File: src/rtl/fcs_pkg.sv
package fcs_pkg;

  typedef enum logic [1:0] {OP_WREN, OP_ERASE, OP_PROG, OP_READ} op_e;

  typedef enum logic [2:0] {RS_CTRL, RS_STAT, RS_TX, RS_RX, RS_SEL} reg_e;

  typedef enum logic [2:0] {
    DS_HALT_FLUSH, DS_RELEASE, DS_HALT, DS_SEL_ON, DS_SEL_OFF, DS_TXBYTE
  } dsel_e;

  // Strobes from control to datapath
  typedef struct packed {
    logic  go;
    logic  isRead;
    reg_e  regSel;
    dsel_e dataSel;
    logic  clrIdx;
    logic  incIdx;
    logic  latch;
  } ctl_s;

  function automatic logic [7:0] regOffset(reg_e r);
    case (r)
      RS_CTRL: return 8'h60;
      RS_STAT: return 8'h64;
      RS_TX:   return 8'h68;
      RS_RX:   return 8'h6C;
      default: return 8'h70;
    endcase
  endfunction

  function automatic logic [7:0] cmdByte(op_e op);
    case (op)
      OP_WREN:  return 8'h06;
      OP_ERASE: return 8'hD8;
      OP_PROG:  return 8'h02;
      default:  return 8'h03;
    endcase
  endfunction

endpackage

File: src/rtl/fcs_ctrl.sv
module fcs_ctrl
  import fcs_pkg::*;
#(
  parameter int CNT_W    = 8,
  parameter int TX_DEPTH = 16
) (
  input  logic             clk,
  input  logic             rstN,
  input  logic             reqValid,
  input  logic [1:0]       reqOp,
  input  logic [CNT_W-1:0] reqCount,
  input  logic             accDone,
  input  logic             lastIdx,
  input  logic             statOk,
  input  logic             needData,
  output ctl_s             ctl,
  output logic             busy,
  output logic             done,
  output logic             reqReject
);
  localparam int IW = CNT_W + 1;

  typedef enum logic [3:0] {
    ST_IDLE, ST_CLR, ST_LOAD, ST_SELON, ST_REL, ST_POLL, ST_SELOFF, ST_INH, ST_DRAIN
  } st_e;

  st_e  state, stateNxt;
  logic isReadOp;
  logic tooBig, accept, finalDone;

  assign tooBig = (reqOp == OP_PROG || reqOp == OP_READ) &&
                  ((IW'(reqCount) + IW'(4)) > IW'(TX_DEPTH));
  assign accept = (state == ST_IDLE) && reqValid && !tooBig;

  always_comb begin
    ctl       = '0;
    stateNxt  = state;
    finalDone = 1'b0;
    case (state)
      ST_IDLE: begin
        ctl.latch  = accept;
        ctl.clrIdx = accept;
        if (accept) stateNxt = ST_CLR;
      end
      ST_CLR: begin
        ctl.go = 1'b1; ctl.regSel = RS_CTRL; ctl.dataSel = DS_HALT_FLUSH;
        if (accDone) stateNxt = ST_LOAD;
      end
      ST_LOAD: begin
        ctl.go = !needData; ctl.regSel = RS_TX; ctl.dataSel = DS_TXBYTE;
        ctl.incIdx = accDone && !lastIdx;
        if (accDone && lastIdx) stateNxt = ST_SELON;
      end
      ST_SELON: begin
        ctl.go = 1'b1; ctl.regSel = RS_SEL; ctl.dataSel = DS_SEL_ON;
        if (accDone) stateNxt = ST_REL;
      end
      ST_REL: begin
        ctl.go = 1'b1; ctl.regSel = RS_CTRL; ctl.dataSel = DS_RELEASE;
        if (accDone) stateNxt = ST_POLL;
      end
      ST_POLL: begin
        ctl.go = 1'b1; ctl.isRead = 1'b1; ctl.regSel = RS_STAT;
        if (accDone && statOk) stateNxt = ST_SELOFF;
      end
      ST_SELOFF: begin
        ctl.go = 1'b1; ctl.regSel = RS_SEL; ctl.dataSel = DS_SEL_OFF;
        if (accDone) stateNxt = ST_INH;
      end
      ST_INH: begin
        ctl.go = 1'b1; ctl.regSel = RS_CTRL; ctl.dataSel = DS_HALT;
        ctl.clrIdx = accDone;
        if (accDone) begin
          stateNxt  = isReadOp ? ST_DRAIN : ST_IDLE;
          finalDone = !isReadOp;
        end
      end
      ST_DRAIN: begin
        ctl.go = 1'b1; ctl.isRead = 1'b1; ctl.regSel = RS_RX;
        ctl.incIdx = accDone && !lastIdx;
        if (accDone && lastIdx) begin
          stateNxt  = ST_IDLE;
          finalDone = 1'b1;
        end
      end
      default: stateNxt = ST_IDLE;
    endcase
  end

  always_ff @(posedge clk) begin
    if (!rstN) begin
      state     <= ST_IDLE;
      isReadOp  <= 1'b0;
      done      <= 1'b0;
      reqReject <= 1'b0;
    end else begin
      state     <= stateNxt;
      done      <= finalDone;
      reqReject <= (state == ST_IDLE) && reqValid && tooBig;
      if (accept) isReadOp <= (reqOp == OP_READ);
    end
  end

  assign busy = (state != ST_IDLE);

endmodule

File: src/rtl/fcs_datapath.sv
module fcs_datapath
  import fcs_pkg::*;
#(
  parameter int AW         = 8,
  parameter int BASE       = 0,
  parameter int CNT_W      = 8,
  parameter int DATA_DEPTH = 16
) (
  input  logic             clk,
  input  logic             rstN,
  input  ctl_s             ctl,
  input  logic [1:0]       reqOp,
  input  logic [23:0]      reqAddr,
  input  logic [CNT_W-1:0] reqCount,
  input  logic [7:0]       dataIn,
  input  logic             dataValid,
  output logic             dataReady,
  output logic             accDone,
  output logic             lastIdx,
  output logic             statOk,
  output logic             needData,
  output logic [7:0]       rdData,
  output logic             rdValid,
  output logic [AW-1:0]    awAddr,
  output logic             awValid,
  input  logic             awReady,
  output logic [31:0]      wData,
  output logic             wValid,
  input  logic             wReady,
  input  logic             bValid,
  output logic             bReady,
  output logic [AW-1:0]    arAddr,
  output logic             arValid,
  input  logic             arReady,
  input  logic [31:0]      rData,
  input  logic             rValid,
  output logic             rReady
);
  localparam int IW = CNT_W + 1;
  localparam int PW = $clog2(DATA_DEPTH);

  op_e              opQ;
  logic [23:0]      addrQ;
  logic [CNT_W-1:0] cntQ;
  logic [IW-1:0]    idx, totalBytes;
  logic             payloadPhase;

  // payload FIFO
  logic [7:0]  mem [DATA_DEPTH];
  logic [PW:0] wrPtr, rdPtr;
  logic        fifoEmpty, fifoFull, pop;

  assign fifoEmpty = (wrPtr == rdPtr);
  assign fifoFull  = (wrPtr[PW] != rdPtr[PW]) && (wrPtr[PW-1:0] == rdPtr[PW-1:0]);
  assign dataReady = !fifoFull;

  always_ff @(posedge clk) begin
    if (dataValid && !fifoFull) mem[wrPtr[PW-1:0]] <= dataIn;
  end

  // request latch and byte index
  always_ff @(posedge clk) begin
    if (!rstN) begin
      opQ <= OP_WREN; addrQ <= '0; cntQ <= '0; idx <= '0;
    end else begin
      if (ctl.latch) begin
        opQ <= op_e'(reqOp); addrQ <= reqAddr; cntQ <= reqCount;
      end
      if (ctl.clrIdx)      idx <= '0;
      else if (ctl.incIdx) idx <= idx + IW'(1);
    end
  end

  always_comb begin
    case (opQ)
      OP_WREN:  totalBytes = IW'(1);
      OP_ERASE: totalBytes = IW'(4);
      default:  totalBytes = IW'(cntQ) + IW'(4);
    endcase
  end

  assign lastIdx      = (idx == totalBytes - IW'(1));
  assign payloadPhase = (idx >= IW'(4));
  assign needData     = (opQ == OP_PROG) && payloadPhase && fifoEmpty;

  logic [7:0] txByte;
  always_comb begin
    case (idx)
      IW'(0):  txByte = cmdByte(opQ);
      IW'(1):  txByte = addrQ[23:16];
      IW'(2):  txByte = addrQ[15:8];
      IW'(3):  txByte = addrQ[7:0];
      default: txByte = (opQ == OP_PROG) ? mem[rdPtr[PW-1:0]] : 8'h00;
    endcase
  end

  logic [31:0] wordSel;
  always_comb begin
    case (ctl.dataSel)
      DS_HALT_FLUSH: wordSel = 32'h0000_01E6;
      DS_RELEASE:    wordSel = 32'h0000_0086;
      DS_HALT:       wordSel = 32'h0000_0186;
      DS_SEL_ON:     wordSel = 32'h0000_0000;
      DS_SEL_OFF:    wordSel = 32'h0000_0001;
      default:       wordSel = {24'h0, txByte};
    endcase
  end

  // single-outstanding bus engine
  logic          engBusy, engWr;
  logic [AW-1:0] busAddr;

  assign accDone = engBusy && (engWr ? bValid : rValid);
  assign bReady  = engBusy && engWr;
  assign rReady  = engBusy && !engWr;
  assign awAddr  = busAddr;
  assign arAddr  = busAddr;
  assign statOk  = rData[2] && !rData[7];
  assign pop     = accDone && (ctl.regSel == RS_TX) && (opQ == OP_PROG) && payloadPhase;

  always_ff @(posedge clk) begin
    if (!rstN) begin
      engBusy <= 1'b0; engWr <= 1'b0; busAddr <= '0; wData <= '0;
      awValid <= 1'b0; wValid <= 1'b0; arValid <= 1'b0;
      wrPtr <= '0; rdPtr <= '0; rdData <= '0; rdValid <= 1'b0;
    end else begin
      if (dataValid && !fifoFull) wrPtr <= wrPtr + 1'b1;
      if (pop) rdPtr <= rdPtr + 1'b1;
      rdValid <= accDone && (ctl.regSel == RS_RX) && payloadPhase;
      if (accDone && (ctl.regSel == RS_RX)) rdData <= rData[7:0];
      if (ctl.go && !engBusy) begin
        engBusy <= 1'b1;
        engWr   <= !ctl.isRead;
        busAddr <= AW'(BASE) + AW'(regOffset(ctl.regSel));
        wData   <= wordSel;
        awValid <= !ctl.isRead;
        wValid  <= !ctl.isRead;
        arValid <= ctl.isRead;
      end else begin
        if (awValid && awReady) awValid <= 1'b0;
        if (wValid && wReady)   wValid  <= 1'b0;
        if (arValid && arReady) arValid <= 1'b0;
        if (accDone)            engBusy <= 1'b0;
      end
    end
  end

  logic unusedBits;
  assign unusedBits = ^{rData[31:8], rData[6:3], rData[1:0]};

endmodule

File: src/rtl/flash_cmd_seq.sv
module flash_cmd_seq
  import fcs_pkg::*;
#(
  parameter int AW         = 8,
  parameter int BASE       = 0,
  parameter int CNT_W      = 8,
  parameter int TX_DEPTH   = 16,
  parameter int DATA_DEPTH = 16
) (
  input  logic             clk,
  input  logic             rstN,
  input  logic             reqValid,
  input  logic [1:0]       reqOp,
  input  logic [23:0]      reqAddr,
  input  logic [CNT_W-1:0] reqCount,
  output logic             busy,
  output logic             done,
  output logic             reqReject,
  input  logic [7:0]       dataIn,
  input  logic             dataValid,
  output logic             dataReady,
  output logic [7:0]       rdData,
  output logic             rdValid,
  output logic [AW-1:0]    awAddr,
  output logic             awValid,
  input  logic             awReady,
  output logic [31:0]      wData,
  output logic             wValid,
  input  logic             wReady,
  input  logic             bValid,
  output logic             bReady,
  output logic [AW-1:0]    arAddr,
  output logic             arValid,
  input  logic             arReady,
  input  logic [31:0]      rData,
  input  logic             rValid,
  output logic             rReady
);
  ctl_s ctl;
  logic accDone, lastIdx, statOk, needData;

  fcs_ctrl #(.CNT_W(CNT_W), .TX_DEPTH(TX_DEPTH)) u_ctrl (
    .clk(clk), .rstN(rstN), .reqValid(reqValid), .reqOp(reqOp), .reqCount(reqCount),
    .accDone(accDone), .lastIdx(lastIdx), .statOk(statOk), .needData(needData),
    .ctl(ctl), .busy(busy), .done(done), .reqReject(reqReject)
  );

  fcs_datapath #(.AW(AW), .BASE(BASE), .CNT_W(CNT_W), .DATA_DEPTH(DATA_DEPTH)) u_dp (
    .clk(clk), .rstN(rstN), .ctl(ctl), .reqOp(reqOp), .reqAddr(reqAddr),
    .reqCount(reqCount), .dataIn(dataIn), .dataValid(dataValid), .dataReady(dataReady),
    .accDone(accDone), .lastIdx(lastIdx), .statOk(statOk), .needData(needData),
    .rdData(rdData), .rdValid(rdValid),
    .awAddr(awAddr), .awValid(awValid), .awReady(awReady),
    .wData(wData), .wValid(wValid), .wReady(wReady),
    .bValid(bValid), .bReady(bReady),
    .arAddr(arAddr), .arValid(arValid), .arReady(arReady),
    .rData(rData), .rValid(rValid), .rReady(rReady)
  );

endmodule

File: config.mk
export PLATFORM = sky130hd
export DESIGN_NAME = flash_cmd_seq
export DESIGN_NICKNAME = d
export VERILOG_FILES = /design/src/rtl/fcs_pkg.sv /design/src/rtl/fcs_ctrl.sv /design/src/rtl/fcs_datapath.sv /design/src/rtl/flash_cmd_seq.sv
export SDC_FILE = /design/constraint.sdc
export NUM_CORES = 1
export LEC_CHECK = 0
export ABC_AREA = 1
export BUFFER_PORTS_ARGS = -buffer_cell sky130_fd_sc_hd__buf_4
export CAP_MARGIN = 25
export CORE_MARGIN = 2
export CORE_UTILIZATION = 52
export CTS_CLUSTER_DIAMETER = 200
export DETAILED_ROUTE_END_ITERATION = 10
export PLACE_DENSITY = 0.85
export REMOVE_ABC_BUFFERS = 1
export SYNTH_ARGS = -nofsm -noshare
export SYNTH_HDL_FRONTEND = slang
export SYNTH_HIERARCHICAL = 1
export SYNTH_SLANG_ARGS = --single-unit
File: constraint.sdc
create_clock -name clk -period 2.95 [get_ports clk]
set_input_delay 0 -clock clk [delete_from_list [all_inputs] [get_ports clk]]
set_output_delay 0 -clock clk [all_outputs]
set_load 0.1 [all_outputs]
==> impl_results.md, run 1 <==
* I/O Buffers at 95
* Area leader, netlist: edfxtp_1
* Core area at 19500 sq um
* Worst-path clk slew at 0.06 ns
* Crit Path Max Fanout at 13
* EDFF count, synth at 128
* Die width at 145 microns
* Remaining DRCs at 0
* Worst setup margin at 0.244 ns
* Post-Synthesis Cells at 1186
* Worst-Margin Slew at 0.985 ns
* Slew Limit Fails at 0
* Final nets at 1428
* CTS Buf Count at 23
* Design area at 12500 sq um
* Hold slack at 0.263 ns
* WS Path Type: reg2reg
* CTS max path bufs at 3
* Inserted Diodes at 0
* Final count of hold timing violations at 0
* Layout Cells excl Fill at 1612
* CTS root buffer: clkbuf_16
* WHS Endpoint: u_dp/addrQ[12]$_SDFFE_PN0P_
* Arr. time, crit path at 3.11 ns
* Initial antenna violation count at 0
* Yosys top cell area share at 37.1%
* Setup Buffers After CTS at 0
* CP endpoint kind: flip-flop
* Period utilization at 91.7%
* Final setup fails at 0
* Later-pin clock latency in the skew report at 0.51 ns
* Clk_skew at 0.0126 ns
* Total global-route track usage at 23.9%
* Vias per cell at 5.46
* Top post-synthesis cells by area: edfxtp_1, dfxtp_1, nor2_1
* RR Startpoint: u_dp/opQ[1]$_SDFFE_PN0P_
* Maxcap violations at 0
* Initial Utilization at 53.1%
* Post-placement cell count at 1515
* Vias at 8809
* Routability cong. at 0.885
* Worst path slowest cell: dfxtp_2
* Chip height at 145 microns
* Share of cells above drive strength 1 at 16.3%
* Hold wc startpoint: reqAddr[12]
* TritonCTS clock tree: yes
* Peak supply drop at 475 uV
* Worst path required time at 3.35 ns
* Critical path, cell by cell: buf_4, nand2_1, ha_2, xor2_1, nand3_1, nor2_1, nand2_1, nor2_1, nand3_1, nor3_2, buf_4, nand2_1, nand2_2, nand2_2, nor2_4, nand2_4, nor2_1, nor2_2
* I/O pin cnt at 149
* Clk sinks at 219
* Lkg Pwr at 5.14 nW
* Post-route ant nets at 0
* Die area at 21100 sq um
* Slew headroom at 34.2%
* Register area share after synthesis at 54.6%
* Place WS at 0.112 ns
* Syn. warnings at 6
* Synthesized area at 10400 sq um
* FMAX at 0.370 GHz
* Final core utilization at 64.1%
* Placed cell area at 11200 sq um
* Row Count at 51
* FF-to-FF End: u_ctrl/state[0]$_SDFFE_PN0P_
* First-pass DRT Iterations at 6
* Pwr Density at 732 nW/um^2
* Vias in the first global route at 8514
* Pwr Total at 9.17 mW
* RSZ-0062 raised after global routing: yes
* Synth async-reset ratio at 0%
* Setup TNS at 0 ns
* Register bit total from synthesis at 219
* Distinct cells, synth at 47
* WL final at 25700 microns
* Worst r2r path cells at 18
* Post-synth top flop: edfxtp_1
* Type of the most critical hold path: in2reg
* Largest net degree at the start of global routing at 85
* Avg WL per Cell at 15.9 microns
* H-Tree Depth at 1
* Cells on Worst Hold Path at 4
* Final period demand of the worst path at 2.71 ns
* R2R Setup Slk at 0.24 ns
* Synth-to-Final Area Change at 20.8%
* Crit-path max cell delay at 0.36 ns
* Run status: finished clean
* Global-route wire length before repair at 41600 microns
* DP Wirelength at 16100 microns
* Gr ovfl total at 0
* DRT iter0 DRCs at 1046
* Avg Cell Area, Syn at 8.74 sq um
* Critical Path Start Type: flip-flop
==> final cells by class <==
cell class              instances  area [sq um]
inverters                     104           392
flip-flops and latches        219          5670
repair buffers                179          1500
multi-input cells             807          3930
clock inverters                10          98.8
clock buffers                  28           594
well taps                     265           332
fillers                      1463          7000
==> Yosys cell counts, types with 2 or more instances <==
| master | n |
|---|---|
| a21oi_1 | 49 |
| inv_1 | 90 |
| buf_6 | 6 |
| o21ai_1 | 4 |
| dfxtp_1 | 91 |
| buf_4 | 38 |
| nor2_1 | 216 |
| nor2_2 | 9 |
| o211ai_1 | 20 |
| nand2_2 | 12 |
| nor2_4 | 6 |
| clkbuf_1 | 25 |
| nand4_1 | 6 |
| inv_2 | 12 |
| a31oi_1 | 2 |
| buf_2 | 11 |
| nand3_2 | 5 |
| xor2_1 | 9 |
| edfxtp_1 | 128 |
| ha_1 | 11 |
| nor3_1 | 12 |
| nand2_1 | 186 |
| xnor2_1 | 2 |
| a211oi_1 | 5 |
| buf_1 | 3 |
| o21ai_0 | 99 |
| nand2_4 | 6 |
| nand3_1 | 104 |
==> layout by cell type (no fill, tap or decap), drive strengths merged, types with 2 or more instances in the layout <==
master,instances
clkinv,9
a21oi,50
a31oi,2
nand3,109
buf,120
nor3,13
nor2,232
nor4,2
nand2,205
inv,103
edfxtp,128
nand4,6
xnor2,2
o21ai,104
ha,11
bufinv,2
dlygate4sd3,59
conb,29
dfxtp,91
o211ai,20
clkbuf,28
o21bai,2
a211oi,5
xor2,9
==> what timing repair did <==
item                       4_1_cts  5_1_grt
setup endpoints to repair        0        5
hold buffers                    59        0
hold endpoints to repair       185        0
gates resized for setup          0       10
==> logic make-up (layout without fill, tap and decap cells) <==
family | Yosys count | after routing | share of synthesized area (%)
and+or+nand+nor | 570 | 570 | 24.4
adders and majority gates | 11 | 11 | 1.33
buffers and inverters | 188 | 321 | 8.77
other | 1 | 29 | 0.0362
xor gates and xnor gates | 11 | 11 | 0.929
DFF | 219 | 219 | 54.6
AOI/OAI and AO/OA | 186 | 186 | 9.87
==> how the worst max path moves through the flow <==
stage / start / endpoint
floorplan: u_dp/arAddr[5]$_SDFFE_PN0P_ / u_dp/arAddr[5]$_SDFFE_PN0P_
global placement: u_dp/opQ[1]$_SDFFE_PN0P_ / u_dp/idx[8]$_SDFFE_PP0P_
detailed placement: u_dp/opQ[1]$_SDFFE_PN0P_ / u_dp/idx[8]$_SDFFE_PP0P_
CTS: u_dp/opQ[1]$_SDFFE_PN0P_ / u_dp/idx[7]$_SDFFE_PP0P_
global route: u_dp/opQ[1]$_SDFFE_PN0P_ / u_dp/idx[7]$_SDFFE_PP0P_
finish: u_dp/opQ[1]$_SDFFE_PN0P_ / u_ctrl/state[0]$_SDFFE_PN0P_
==> per-layer routing <==
| metal | GRT usage, % | up-vias | wire length (microns) |
|---|---|---|---|
| met2 | 41.1 | 441 | 12500 |
| met5 | 0 | - | 0 |
| met3 | 3.02 | 92 | 1890 |
| li1 | - | 4176 | - |
| met1 | 30.1 | 4100 | 10200 |
| met4 | 10.9 | 0 | 1040 |
==> state kept, by name, summed over array words and instances, names as in the netlist, 2 cells and up, named ones only <==
register      flops
u_dp/rdData       8
u_dp/arAddr       4
u_dp/wData        9
u_dp/wrPtr        5
u_dp/idx          9
u_ctrl/state      4
u_dp/cntQ         8
u_dp/addrQ       24
u_dp/opQ          2
u_dp/mem        128
u_dp/rdPtr        5
==> report_power, final <==
part | internal [mW] | total [mW] | switching [mW]
combinational | 0.745 | 2.83 | 2.09
clock | 1.59 | 2.70 | 1.11
sequential | 3.45 | 3.63 | 0.179
total | 5.79 | 9.17 | 3.37
==> worst max-delay path: cells and delay by family, from the launching register on <==
family | cells | cell delay, ns
xor gates and xnor gates | 1 | 0.14
and+or+nand+nor | 14 | 1.41
DFF | 1 | 0.36
buffers and inverters | 2 | 0.37
adders and majority gates | 1 | 0.34
No activity file was read; power rests on OpenSTA's default activity.
==> run 2, diff against run 1 <==
--- a/config.mk
+++ b/config.mk
@@ -8,6 +8,7 @@
 export ABC_AREA = 1
 export BUFFER_PORTS_ARGS = -buffer_cell sky130_fd_sc_hd__buf_4
 export CAP_MARGIN = 25
+export CORE_ASPECT_RATIO = 0.6
 export CORE_MARGIN = 2
 export CORE_UTILIZATION = 52
 export CTS_CLUSTER_DIAMETER = 200
==> run 2 against run 1 <==
- critical path depth shrank 3
- sequential power about the same
- power barely moved
- combinational power increased by 2%
- routed wire length is 1.6% higher
- count of clock-buffer cells in the layout fell by 1
- worst setup slack got worse by 0.025 ns
- via count down 2.1%
- cell count increased by 0.25%
- first-iteration DRC count shrank 15%
- critical endpoint is now u_dp/wData[4]$_SDFFE_PN0P_
- largest cell class unchanged
- highest routed layer unchanged
==> impl_results.md, run 2 (synthesis results as in run 1) <==
* Run status: finished clean
* Sequential share of power at 39.5% (about the same)
* Die width at 186 microns (+28%)
* Setup TNS at 0 ns (unchanged)
* WHS Endpoint: u_dp/engBusy$_SDFFE_PN0P_
* Die area at 21100 sq um (+0.18%)
* Share of cells above drive strength 1 at 16.8% (+0.56 points)
* Worst-path clk slew at 0.06 ns (about the same)
* Post-placement cell count at 1519 (+0.26%)
* Vias per cell at 5.34 (-2.3%)
* Most frequent cells in the layout: nor2_1, nand2_1, edfxtp_1
* Slew headroom at 36.8% (+2.5 points)
* Switching share of total power at 37.2% (+0.43 points)
* Slew Limit Fails at 0 (unchanged)
* Clk_skew at 0.0154 ns (+0.00277 ns)
* Lkg Pwr at 5.15 nW (+0.39%)
* Synth-to-Final Area Change at 21.1%
* Avg WL per Cell at 16.2 microns (+1.4%)
* Layout Cells excl Fill at 1616 (+0.25%)
* FF-to-FF End: u_dp/wData[4]$_SDFFE_PN0P_
* Chip height at 113 microns (-22%)
* H-Tree Depth at 1 (unchanged)
* Critical Path Start Type: flip-flop
* CTS Buf Count at 21 (-8.7%)
* Maxcap violations at 0 (unchanged)
* Core area at 19300 sq um (-1.3%)
* Cells on Worst Hold Path at 6 (+2)
* WS Path Type: reg2reg
* Clock Power Share at 28.9% (-0.6 points)
* Gr ovfl total at 0 (unchanged)
* DP Wirelength at 17400 microns (+8.2%)
* Sw power at 3.41 mW (+1.1%)
* Final count of hold timing violations at 0 (unchanged)
* Later-pin clock latency in the skew report at 0.50 ns (about the same)
* First-pass DRT Iterations at 5 (-1)
* CP endpoint kind: flip-flop
* CTS root buffer: clkbuf_16
* Multi-input logic area at 3960 sq um (+0.57%)
* Initial Utilization at 53.8% (+0.69 points)
* TritonCTS clock tree: yes
* Most common cell after layout, fill and taps aside: nor2_1
* Worst path required time at 3.38 ns (+0.03 ns)
* Hold wc startpoint: rValid
* # fillers at 1503 (+2.7%)
* Global-route wire length before repair at 41100 microns (-1.2%)
* DRT iter0 DRCs at 887 (-15%)
* I/O pin cnt at 149 (unchanged)
* Remaining DRCs at 0 (unchanged)
* FMAX at 0.366 GHz (-0.91%)
* Crit Path Max Fanout at 8 (-5)
* Worst-Margin Slew at 0.947 ns (-0.0378 ns)
* Worst r2r path cells at 15 (-3)
* Final setup fails at 0 (unchanged)
* Clk sinks at 219 (unchanged)
* Period utilization at 92.6% (+0.84 points)
* Peak supply drop at 774 uV (+63%)
* P_int at 5.75 mW (-0.70%)
* Comb pwr share at 31.6% (+0.7 points)
* Max reg flops at 128 (unchanged)
* Final period demand of the worst path at 2.73 ns (+0.0248 ns)
* R2R Setup Slk at 0.22 ns (-0.02 ns)
* Vias in the first global route at 8033 (-5.6%)
* Post-route ant nets at 0 (unchanged)
* Row Count at 39 (-24%)
* Initial antenna violation count at 0 (unchanged)
* I/O Buffers at 95 (unchanged)
* Final nets at 1430 (+0.14%)
* Register Area at 5670 sq um (unchanged)
* Arr. time, crit path at 3.16 ns (+0.05 ns)
* Type of the most critical hold path: in2reg
* Total global-route track usage at 24.3% (+0.42 points)
* Routability cong. at 0.872 (-1.4%)
* RR Startpoint: u_dp/idx[4]$_SDFFE_PP0P_
* Vias at 8624 (-2.1%)
* CTS max path bufs at 3 (unchanged)
* Inserted Diodes at 0 (unchanged)
* Pwr Density at 730 nW/um^2 (-0.28%)
* Largest net degree at the start of global routing at 85 (unchanged)
* WL final at 26100 microns (+1.6%)
-- run 2: cell types whose count changed in the layout (fill, tap and decap cells not counted), moves of 2 or more --
cell,change
buf_4,+5
nor3_2,-3
clkbuf_16,-2
clkbuf_8,+2
clkinv_1,-2
dlygate4sd3_1,-2
nor3_4,+2
-- run 2: area by class of cell --
| type | count | area share (%) |
|---|---|---|
| clock buffer | 27 | 4.52 |
| sequential | 219 | 45.2 |
| multi-input combinational | 807 | 31.5 |
| clock inverter | 10 | 0.827 |
| timing repair buffer | 183 | 12.2 |
| tap | 266 | 2.65 |
| inverter | 104 | 3.13 |
-- run 2: per-stage QoR --
step           worst slack, ns  cell area, sq um  hold slack (ns)  util, %  power (mW)
2_1_floorplan           -0.257              9960           0.0989        -        5.74
3_3_place_gp             0.209             11200            0.224     58.2        6.36
3_5_place_dp            0.0865             11200            0.227     58.2        6.44
4_1_cts                 0.0704             12500           0.0826     64.7        9.11
5_1_grt                -0.0830             12600            0.131     65.1        9.54
6_report                 0.219             12600           0.0981     65.1        9.16
-- run 2: timing repair --
item / in CTS / in global routing
gates resized for setup: 0 / 16
endpoints found under the hold margin: 183 / 0
hold buffers: 57 / 0
endpoints found under the setup margin: 0 / 7
buffers inserted: 0 / 3
-- run 2: how the worst max path moves through the flow --
stage	start	end	depth (start not counted)
floorplan	u_dp/arAddr[5]$_SDFFE_PN0P_	u_dp/arAddr[5]$_SDFFE_PN0P_	2
global placement	u_dp/opQ[1]$_SDFFE_PN0P_	u_dp/idx[7]$_SDFFE_PP0P_	22
detailed placement	u_dp/opQ[1]$_SDFFE_PN0P_	u_dp/idx[7]$_SDFFE_PP0P_	22
CTS	u_dp/opQ[1]$_SDFFE_PN0P_	u_dp/idx[7]$_SDFFE_PP0P_	22
global route	u_dp/cntQ[3]$_SDFFE_PN0P_	u_dp/idx[8]$_SDFFE_PP0P_	19
finish	u_dp/idx[4]$_SDFFE_PP0P_	u_dp/wData[4]$_SDFFE_PN0P_	15
-- run 2: worst max-delay path: stages, from the launching register on --
cell,delay (ns)
dfxtp_1,0.38
inv_1,0.18
nand3_2,0.19
nor2_8,0.12
nor2_2,0.07
nand2_1,0.07
nor2_1,0.03
nand2_1,0.06
nand2_1,0.06
o2111ai_1,0.20
nand2_2,0.23
nor3_1,0.60
inv_1,0.14
nor2_1,0.13
nand2_1,0.07
a21oi_1,0.12
-- run 2: routing by layer --
metal	vias to the layer above	track usage (%)	part of all wire (%)
li1	4179	-	-
met1	4002	36.2	45
met2	409	37.5	44
met3	34	4.22	9.8
met4	0	5.44	1.5
met5	-	0	0
-- run 2: power by group through the flow --
stage	Clock (mW)	Combinational, mW	Sequential (mW)
after floorplan	0	1.35	4.39
after global placement	0	2.70	3.67
after detailed placement	0	2.76	3.68
after CTS	2.67	2.82	3.61
after global routing	2.78	3.11	3.64
final	2.65	2.90	3.62
==> run 3, diff against run 2 <==
--- a/config.mk
+++ b/config.mk
@@ -14,7 +14,6 @@
 export CTS_CLUSTER_DIAMETER = 200
 export DETAILED_ROUTE_END_ITERATION = 10
 export PLACE_DENSITY = 0.85
-export REMOVE_ABC_BUFFERS = 1
 export SYNTH_ARGS = -nofsm -noshare
 export SYNTH_HDL_FRONTEND = slang
 export SYNTH_HIERARCHICAL = 1
==> run 3 against run 2 <==
- critical path depth grew 7
- via count rose by 1.5%
- clock skew is 0.0089 ns higher
- utilization shrank 0.40 points
- sequential power about the same
- cell count unchanged
- non-clock buffer count did not move
- first-iteration DRC count rose by 8.5%
- worst setup slack better by 0.033 ns
- sequential share of layout area rose by 0.31 points
==> impl_results.md, run 3 (synthesis results as in run 1) <==
* Die area at 21100 sq um (unchanged)
* Vias at 8750 (+1.5%)
* Lkg Pwr at 5.11 nW (-0.93%)
* FMAX at 0.371 GHz (+1.2%)
* Critical Path Start Type: flip-flop
* Worst-path clk slew at 0.06 ns (about the same)
* Slew headroom at 43.7% (+7.0 points)
* CTS root buffer: clkbuf_16
* Row Count at 39 (unchanged)
* Gr ovfl total at 0 (unchanged)
* Share of cells above drive strength 1 at 16.4% (-0.37 points)
* Inserted Diodes at 0 (unchanged)
* RSZ-0062 raised after global routing: yes
* Final nets at 1430 (unchanged)
* Run status: finished clean
* Period utilization at 91.4% (-1.1 points)
* Post-placement cell count at 1520 (+0.066%)
* Total global-route track usage at 25.2% (+0.84 points)
* Most common cell after layout, fill and taps aside: nor2_1
* Initial Utilization at 53.8% (unchanged)
* Worst path required time at 3.32 ns (-0.06 ns)
* CP endpoint kind: flip-flop
* M1 wire length at 11600 microns (-1.5%)
* Setup TNS at 0 ns (unchanged)
* Arr. time, crit path at 3.06 ns (-0.10 ns)
* Highest Signal Layer: met4
* # fillers at 1480 (-1.5%)
* Synth-to-Final Area Change at 20.3%
* Routability cong. at 0.921 (+5.6%)
* Crit Path Max Fanout at 4 (-4)
* Core area at 19300 sq um (unchanged)
* Worst-Margin Slew at 0.841 ns (-0.106 ns)
* Hold slack at 0.114 ns (+0.0155 ns)
* Routed wl met2 at 11800 microns (+3.4%)
* DRT iter0 DRCs at 962 (+8.5%)
* Most frequent cells in the layout: nor2_1, nand2_1, edfxtp_1
* CTS Buf Count at 21 (unchanged)
* Worst setup margin at 0.253 ns (+0.0333 ns)
* Avg WL per Cell at 16.6 microns (+2.6%)
* Post-route ant nets at 0 (unchanged)
* Slew Limit Fails at 0 (unchanged)
* TritonCTS clock tree: yes
* I/O pin cnt at 149 (unchanged)
* DP Wirelength at 17400 microns (about the same)
* First-pass DRT Iterations at 6 (+1)
* Maxcap violations at 0 (unchanged)
* Vias in the first global route at 8102 (+0.86%)
* Later-pin clock latency in the skew report at 0.50 ns (about the same)
* Peak supply drop at 533 uV (-31%)
* Met3 wire len at 2970 microns (+16%)
* CTS max path bufs at 3 (unchanged)
* Pwr Density at 712 nW/um^2 (-2.4%)
* Vias per cell at 5.41 (+1.5%)
* Chip height at 113 microns (unchanged)
* WS Path Type: reg2reg
* Largest net degree at the start of global routing at 85 (unchanged)
* Clk sinks at 219 (unchanged)
* Global-route wire length before repair at 42200 microns (+2.9%)
* H-Tree Depth at 1 (unchanged)
* Layout Cells excl Fill at 1616 (unchanged)
* Max reg flops at 128 (unchanged)
* WL final at 26800 microns (+2.6%)
* Final setup fails at 0 (unchanged)
* Clk_skew at 0.0243 ns (+0.00890 ns)
* Final count of hold timing violations at 0 (unchanged)
* Type of the most critical hold path: in2reg
* I/O Buffers at 95 (unchanged)
* Remaining DRCs at 0 (unchanged)
* Final period demand of the worst path at 2.70 ns (-0.0333 ns)
* Place WS at 0.0146 ns (-0.0719 ns)
* Die width at 186 microns (unchanged)
* Initial antenna violation count at 0 (unchanged)
[run 3: cell types whose count changed in the layout (fill, tap and decap cells not counted), sizes merged]
cell         delta
clkinvlp        -1
buf             -1
dlygate4sd3     +1
clkinv          +3
bufinv          -2
[run 3: path summary, 6_finish.rpt]
path | start | endpoint | slack [ns] | depth (start not counted)
max | u_dp/opQ[0]$_SDFFE_PN0P_ | u_dp/idx[8]$_SDFFE_PP0P_ | 0.25 | 22
min | rValid | u_dp/engBusy$_SDFFE_PN0P_ | 0.11 | 6
max reg2reg | u_dp/opQ[0]$_SDFFE_PN0P_ | u_dp/idx[8]$_SDFFE_PP0P_ | 0.25 | 22
min reg2reg | u_dp/addrQ[7]$_SDFFE_PN0P_ | u_dp/addrQ[7]$_SDFFE_PN0P_ | 0.46 | 2
[run 3: timing repair]
action / CTS / global route
pin swaps: 0 / 2
setup endpoints to repair: 1 / 5
hold endpoints to repair: 186 / 0
buffers inserted: 0 / 1
hold buffers: 58 / 0
gates resized for setup: 1 / 14
[run 3: critical path, stage by stage, from the launching register on]
cell and delay, ns:
dfxtp_1 0.36, inv_2 0.06, nand2_1 0.09, nand2_1 0.09, clkinv_2 0.07, ha_2 0.21, nand3_2 0.14, nor2_4 0.13
nand2_1 0.06, nand2_1 0.08, nand2_1 0.05, nand2_1 0.05, nand2_1 0.04, nand3_1 0.08, nor3_2 0.05, nor2_2 0.19
nand3_2 0.14, nor2_4 0.16, nand2_1 0.09, nor3_2 0.16, nand2_1 0.09, o21ai_1 0.12, a21oi_1 0.05
[run 3: cell type report]
cell class	count	area (sq um)	share of cell area, %
clock buffer	27	548	4.39
clock inverter	10	47.5	0.381
inverter	104	392	3.14
multi-input combinational	807	3940	31.6
sequential	219	5670	45.5
tap	266	333	2.67
timing repair buffer	183	1540	12.4
[run 3: per-layer routing]
layer,vias up,global-route usage [%]
met5,-,0
met4,0,6.29
met3,47,5.11
met2,511,38.8
met1,4018,36.7
li1,4174,-
[run 3: stage by stage]
stage               power (mW)  instance area (sq um)  utilization [%]
floorplan                 5.87                  10500                -
global placement          6.36                  11200             58.4
detailed placement        6.42                  11200             58.4
CTS                       8.86                  12400             64.5
global route              9.26                  12500             64.7
finish                    8.89                  12500             64.7
[run 3: power by group]
| group | switching [mW] | internal, mW |
|---|---|---|
| Sequential | 0.170 | 3.45 |
| Combinational | 2.13 | 0.733 |
| Clock | 1.09 | 1.31 |
